### src/rtl/irq_pend_pkg.sv
package irq_pend_pkg;
  typedef enum logic {
    TRIG_LEVEL = 1'b0,
    TRIG_EDGE  = 1'b1
  } trig_e;

  function automatic int cpu_w(input int n);
    return (n > 1) ? $clog2(n) : 1;
  endfunction
endpackage

### src/rtl/irq_line_bank.sv
module irq_line_bank
  import irq_pend_pkg::*;
#(
  parameter int N = 32
) (
  input  logic         clk,
  input  logic         rst_n,
  input  logic [N-1:0] line_i,
  input  logic [N-1:0] edge_i,
  input  logic [N-1:0] take_i,
  input  logic [N-1:0] clr_i,
  output logic [N-1:0] ready_o
);
  logic [N-1:0] line_q, line_d;
  logic [N-1:0] est_q, est_d;
  logic [N-1:0] act_q, act_d;
  logic [N-1:0] rise;
  logic [N-1:0] is_edge;

  always_comb begin
    for (int i = 0; i < N; i++) is_edge[i] = (edge_i[i] == TRIG_EDGE);
    rise   = line_i & ~line_q;
    line_d = line_i;
    est_d  = ((est_q & ~take_i) | rise) & is_edge;
    act_d  = (act_q | (take_i & ~is_edge)) & ~clr_i;
    ready_o = ((is_edge & est_q) | (~is_edge & line_q)) & ~act_q;
  end

  always_ff @(posedge clk or negedge rst_n) begin
    if (!rst_n) begin
      line_q <= '0;
      est_q  <= '0;
      act_q  <= '0;
    end else begin
      line_q <= line_d;
      est_q  <= est_d;
      act_q  <= act_d;
    end
  end

  // a granted level line is masked on the following cycle
  assert_level_masked_R5: assert property (@(posedge clk) disable iff (!rst_n)
    |(take_i & ~is_edge & ~clr_i) |=> (ready_o & $past(take_i & ~is_edge & ~clr_i)) == '0);

  // a granted edge line without a fresh edge is consumed
  assert_edge_consumed_R6: assert property (@(posedge clk) disable iff (!rst_n)
    |(take_i & is_edge & ~rise) |=> (ready_o & is_edge & $past(take_i & is_edge & ~rise)) == '0);
endmodule

### src/rtl/irq_pick.sv
module irq_pick #(
  parameter int N  = 64,
  parameter int IW = 6
) (
  input  logic [N-1:0]  req_i,
  output logic          valid_o,
  output logic [IW-1:0] idx_o
);
  always_comb begin
    idx_o = '0;
    for (int i = N - 1; i >= 0; i--) begin
      if (req_i[i]) idx_o = IW'(i);
    end
    valid_o = |req_i;
  end
endmodule

### src/rtl/irq_pend_eval.sv
module irq_pend_eval
  import irq_pend_pkg::*;
#(
  parameter  int NCPU    = 4,
  parameter  int NPRIV   = 32,
  parameter  int NSHARED = 32,
  localparam int NIRQ    = NPRIV + NSHARED,
  localparam int IDW     = $clog2(NIRQ),
  localparam int CPUW    = cpu_w(NCPU)
) (
  input  logic                    clk,
  input  logic                    rst_n,
  input  logic                    dist_en_i,
  input  logic [NCPU*NPRIV-1:0]   priv_line_i,
  input  logic [NCPU*NPRIV-1:0]   priv_en_i,
  input  logic [NSHARED-1:0]      shr_line_i,
  input  logic [NSHARED-1:0]      shr_en_i,
  input  logic [NSHARED*CPUW-1:0] shr_tgt_i,
  input  logic [NIRQ-1:0]         cfg_edge_i,
  output logic [NCPU-1:0]         pend_o,
  input  logic [NCPU-1:0]         grant_ready_i,
  output logic [NCPU*IDW-1:0]     grant_id_o,
  output logic [NCPU-1:0]         grant_eoi_o,
  input  logic                    eoi_valid_i,
  input  logic [CPUW-1:0]         eoi_cpu_i,
  input  logic [IDW-1:0]          eoi_id_i
);
  localparam int PW = $clog2(NPRIV);
  localparam int SW = $clog2(NSHARED);

  logic [NSHARED-1:0] shr_rdy, shr_take, shr_clr;
  logic [NCPU-1:0]    pick_v, fire;
  logic [IDW-1:0]     pick_id [NCPU];
  logic [IDW-1:0]     shr_off [NCPU];
  logic               eoi_is_shr;
  logic [IDW-1:0]     eoi_off;

  assign eoi_is_shr = (eoi_id_i >= IDW'(NPRIV));
  assign eoi_off    = eoi_id_i - IDW'(NPRIV);

  irq_line_bank #(.N(NSHARED)) u_shr_bank (
    .clk     (clk),
    .rst_n   (rst_n),
    .line_i  (shr_line_i),
    .edge_i  (cfg_edge_i[NIRQ-1:NPRIV]),
    .take_i  (shr_take),
    .clr_i   (shr_clr),
    .ready_o (shr_rdy)
  );

  always_comb begin
    shr_take = '0;
    for (int c = 0; c < NCPU; c++) begin
      if (fire[c] && pick_id[c] >= IDW'(NPRIV))
        shr_take = shr_take | ({{(NSHARED-1){1'b0}}, 1'b1} << shr_off[c]);
    end
    shr_clr = (eoi_valid_i && eoi_is_shr) ? ({{(NSHARED-1){1'b0}}, 1'b1} << eoi_off) : '0;
  end

  for (genvar c = 0; c < NCPU; c++) begin : g_cpu
    logic [NPRIV-1:0]   prv_rdy, prv_take, prv_clr, en_c;
    logic [NSHARED-1:0] tgt_hit;
    logic [NIRQ-1:0]    elig;

    assign en_c = priv_en_i[c*NPRIV +: NPRIV];

    always_comb begin
      for (int k = 0; k < NSHARED; k++)
        tgt_hit[k] = (shr_tgt_i[k*CPUW +: CPUW] == CPUW'(c));
      elig = {shr_rdy & shr_en_i & tgt_hit, prv_rdy & en_c};
      prv_take = (fire[c] && pick_id[c] < IDW'(NPRIV))
               ? ({{(NPRIV-1){1'b0}}, 1'b1} << pick_id[c]) : '0;
      prv_clr  = (eoi_valid_i && !eoi_is_shr && eoi_cpu_i == CPUW'(c))
               ? ({{(NPRIV-1){1'b0}}, 1'b1} << eoi_id_i) : '0;
    end

    irq_line_bank #(.N(NPRIV)) u_prv_bank (
      .clk     (clk),
      .rst_n   (rst_n),
      .line_i  (priv_line_i[c*NPRIV +: NPRIV]),
      .edge_i  (cfg_edge_i[NPRIV-1:0]),
      .take_i  (prv_take),
      .clr_i   (prv_clr),
      .ready_o (prv_rdy)
    );

    irq_pick #(.N(NIRQ), .IW(IDW)) u_pick (
      .req_i   (elig),
      .valid_o (pick_v[c]),
      .idx_o   (pick_id[c])
    );

    assign shr_off[c]                = pick_id[c] - IDW'(NPRIV);
    assign pend_o[c]                 = dist_en_i & pick_v[c];
    assign fire[c]                   = pend_o[c] & grant_ready_i[c];
    assign grant_id_o[c*IDW +: IDW]  = pick_id[c];
    assign grant_eoi_o[c]            = pend_o[c] & (cfg_edge_i[pick_id[c]] == TRIG_LEVEL);

    // offered ID is eligible and no lower ID is
    assert_lowest_R4: assert property (@(posedge clk) disable iff (!rst_n)
      pend_o[c] |-> elig[pick_id[c]] &&
                    ((elig & ((NIRQ'(1) << pick_id[c]) - NIRQ'(1))) == '0));

    // a private grant always has its banked enable set
    assert_priv_enabled_R1: assert property (@(posedge clk) disable iff (!rst_n)
      (pend_o[c] && pick_id[c] < IDW'(NPRIV)) |-> en_c[pick_id[c][PW-1:0]]);

    // a shared grant has its enable and a ready line
    assert_shr_enabled_R2: assert property (@(posedge clk) disable iff (!rst_n)
      (pend_o[c] && pick_id[c] >= IDW'(NPRIV)) |->
        (shr_en_i[shr_off[c][SW-1:0]] && shr_rdy[shr_off[c][SW-1:0]]));

    // a level grant is not repeated on the next cycle
    assert_no_regrant_R5: assert property (@(posedge clk) disable iff (!rst_n)
      (fire[c] && grant_eoi_o[c] && !eoi_valid_i) |=>
        (!pend_o[c] || grant_id_o[c*IDW +: IDW] != $past(grant_id_o[c*IDW +: IDW])));
  end

  // global enable off holds all CPUs idle
  assert_gated_R7: assert property (@(posedge clk) disable iff (!rst_n)
    !dist_en_i |-> pend_o == '0);
endmodule

### config.mk
export PLATFORM = sky130hd
export DESIGN_NAME = irq_pend_eval
export DESIGN_NICKNAME = d
export VERILOG_FILES = /design/src/rtl/irq_pend_pkg.sv /design/src/rtl/irq_line_bank.sv /design/src/rtl/irq_pick.sv /design/src/rtl/irq_pend_eval.sv
export SDC_FILE = /design/constraint.sdc
export NUM_CORES = 2
export LEC_CHECK = 0
export BUFFER_PORTS_ARGS = -buffer_cell sky130_fd_sc_hd__buf_2
export CORE_UTILIZATION = 37
export CTS_BUF_LIST = sky130_fd_sc_hd__clkbuf_4
export DETAILED_ROUTE_END_ITERATION = 7
export PLACE_DENSITY = 0.53
export SLEW_MARGIN = 20
export SYNTH_ARGS = -nofsm -noshare
export SYNTH_HDL_FRONTEND = slang
export SYNTH_HIERARCHICAL = 1
export SYNTH_SLANG_ARGS = --single-unit
### constraint.sdc
create_clock -name clk -period 12.1 [get_ports clk]
set_clock_uncertainty 0.15 [all_clocks]
set_input_delay 0 -clock clk [delete_from_list [all_inputs] [get_ports clk]]
set_output_delay 0 -clock clk [all_outputs]
set_load 0.01 [all_outputs]
==> impl_metrics.env <==
export IMPL_insertion_delay_ns=1.08
export IMPL_powerDensity_mw_per_mm2=126
export IMPL_rows=106
export IMPL_ir_drop_v=0.0000832
export IMPL_p_total_mw=5.44
export IMPL_place_inst=4986
export IMPL_synth_edf_count=0
export IMPL_design_area_sq_mm=0.0431
export IMPL_antenna_found_initial=12
export IMPL_start_util=0.373
export IMPL_area_growth_pct=38.1
export IMPL_power_leakage_nw=18.9
export IMPL_dpl_hpwl_um=113000
export IMPL_drv_slew=0
export IMPL_drt_wirelength_per_cell_um=26.7
export IMPL_end_kind="primary output"
export IMPL_ys_types=67
export IMPL_fmax_mhz=154
export IMPL_layout_nets=5138
export IMPL_core_sq_mm=0.0836
export IMPL_tns_ns=0
export IMPL_synth_flop_cell="dfrtp_1"
export IMPL_cts_buffer_depth=3
export IMPL_grt_pass1_wl_um=222000
export IMPL_placed_area_sq_mm=0.0351
export IMPL_cp_required_ns=11.95
export IMPL_htreeDepth=4
export IMPL_final_util=0.516
export IMPL_grt_ovfl_total=0
export IMPL_postCtsResizedCells=0
export IMPL_drc=0
export IMPL_die_area_sq_mm=0.0855
export IMPL_max_cap_viol_count=0
export IMPL_cts_tree="yes"
export IMPL_pin_count=496
export IMPL_cts_setup_buffers=0
export IMPL_rsz0062_at_grt="false"
export IMPL_clock_sinks=480
export IMPL_viasPerCell=5.58
export IMPL_avgSynthCellArea_sq_um=9.04
export IMPL_drtAntennaViolNets=0
export IMPL_syn_num_nets=3914
export IMPL_ys_seq_area_frac=0.385
export IMPL_postLayoutSetupSlackWorst_ns=5.62
export IMPL_grt_use_total=0.361
export IMPL_dieHeight_um=292
export IMPL_worstPathArrival_ns=6.33
export IMPL_slew_limit_headroom=0.180
export IMPL_gp_congestion=1.05
export IMPL_hp_class="primary input to flip-flop"
export IMPL_drive_gt1_frac=0.246
export IMPL_ys_seq_elements=480
export IMPL_async_reset_ff_frac=1.00
export IMPL_worst_setup_hold_path_clk_slew_ns=0.07
export IMPL_ys_warn_count=6
export IMPL_cts_root_buf="clkbuf_4"
export IMPL_status="finished, final reports clean"
export IMPL_synthCells=3450
export IMPL_dr_total_vias=32706
export IMPL_min_period_ns=6.48
export IMPL_drtPass1Iterations=7
export IMPL_fin_crit_sh=0.535
export IMPL_fin_cells=5857
export IMPL_start_kind="flip-flop"
export IMPL_dr_first_iter_drc_count=3115
export IMPL_post_place_ws_ns=6.39
export IMPL_tightest_slew_ns=1.22
export IMPL_cts_made_buffers=145
export IMPL_grt_max_degree=142
export IMPL_syn_cell_area_sq_mm=0.0312
export IMPL_setup_viol=0
export IMPL_port_buffers=495
export IMPL_setup_worst_path_class="flip-flop to primary output"
export IMPL_critPathMaxFanout=12
export IMPL_hold_slack_ns=0.0834
export IMPL_hold_violations=0
export IMPL_die_x_um=292
export IMPL_drt_total_wl_um=156000
export IMPL_grt_pass1_vias=32611
## Yosys cell counts (21+ instances only)
master	n	area, sq um
nor3_1	117	586
nand3_1	86	430
a221o_1	21	210
a21boi_2	160	1800
a21oi_1	52	260
o211ai_1	25	188
dfrtp_1	480	12000
nand2_1	153	574
o22ai_1	22	138
nor2b_1	30	188
mux2i_1	175	1750
nand2b_1	507	3170
inv_1	237	890
nor2_1	627	2350
o21ai_0	25	125
and2_1	141	882
nor4_1	64	400
mux4_2	50	1130
a21oi_2	160	1400
clkbuf_1	46	173
## per-layer routing
metal | part of all wire | global-route usage | routed length, um
met5 | 0.00014 | 0 | 22
met4 | 0.042 | 0.151 | 6520
met3 | 0.11 | 0.115 | 16800
met2 | 0.45 | 0.563 | 69900
met1 | 0.40 | 0.459 | 63100
## state kept, by name (all words and copies together), names as in the netlist
signal                   count
g_cpu.u_prv_bank/act_q     128
u_shr_bank/act_q            32
g_cpu.u_prv_bank/est_q     128
u_shr_bank/line_q           32
u_shr_bank/est_q            32
g_cpu.u_prv_bank/line_q    128
## placed cells by master, fill, tap and decap left out, types with 59 or more instances in the layout
cell type      instances
inv_1                237
nor4_1                59
nor2_1               627
dfrtp_1              480
and2_1               141
nor3_1               117
clkbuf_4             192
mux2i_1              175
nand2_1              151
a21boi_2             161
nand2b_1             507
buf_2                494
nand3_1               86
dlygate4sd3_1        618
a21oi_2              160
## cell families (layout without fill, tap and decap cells)
logic type | count (synthesis) | in the layout | share of synthesized area
simple gates | 1821 | 1821 | 0.304
mux | 245 | 245 | 0.106
buf+inv | 307 | 1618 | 0.0385
compound gates | 597 | 597 | 0.166
other cells | 0 | 16 | 0
flops | 480 | 480 | 0.385
## layout make-up
| cell class | count | area (sq um) |
|---|---|---|
| antenna | 16 | 40.0 |
| clock buffer | 192 | 1440 |
| sequential | 480 | 12000 |
| clock inverter | 42 | 253 |
| inverter | 237 | 890 |
| tap | 1080 | 1350 |
| timing repair buffer | 1147 | 8990 |
| multi-input combinational | 2663 | 18100 |
| fill | 7970 | 40500 |
## power by group
group | total (mW) | switching (mW) | internal, mW
Sequential | 1.80 | 0.0700 | 1.73
Combinational | 2.08 | 1.30 | 0.780
Clock | 1.55 | 0.801 | 0.746
Total | 5.44 | 2.18 | 3.26
## final timing paths
path / from / end / slack, ns / cells after the start
max in group asynchronous: rst_n / g_cpu[3].u_prv_bank/act_q[23]$_DFF_PN0_ / 9.48 / 6
setup reg to reg: u_shr_bank/est_q[27]$_DFF_PN0_ / u_shr_bank/est_q[19]$_DFF_PN0_ / 5.65 / 17
hold / removal: shr_line_i[31] / u_shr_bank/line_q[31]$_DFF_PN0_ / 0.08 / 3
min in group asynchronous: rst_n / g_cpu[0].u_prv_bank/line_q[0]$_DFF_PN0_ / 0.58 / 5
setup / recovery: u_shr_bank/est_q[27]$_DFF_PN0_ / grant_eoi_o[3] / 5.62 / 15
hold reg to reg: g_cpu[1].u_prv_bank/line_q[23]$_DFF_PN0_ / g_cpu[1].u_prv_bank/est_q[23]$_DFF_PN0_ / 0.33 / 2
## repair_timing
item | in CTS | in global routing
hold buffers | 621 | 0
setup endpoints to repair | 0 | 0
hold endpoints to repair | 892 | 0
## critical path, stage by stage, from the launching register on
cell,delay [ns]
dfrtp_1,0.34
mux2i_1,0.07
nor2_1,0.16
nand3_1,0.13
nor2_1,0.37
inv_1,0.09
a221oi_1,0.35
o211ai_1,0.23
o211a_1,0.39
o311ai_4,0.79
buf_4,0.38
mux4_2,0.56
mux4_2,0.53
o221ai_1,0.30
and4_1,0.43
buf_2,0.20
Note: power is estimated with default switching activity, not from simulation.
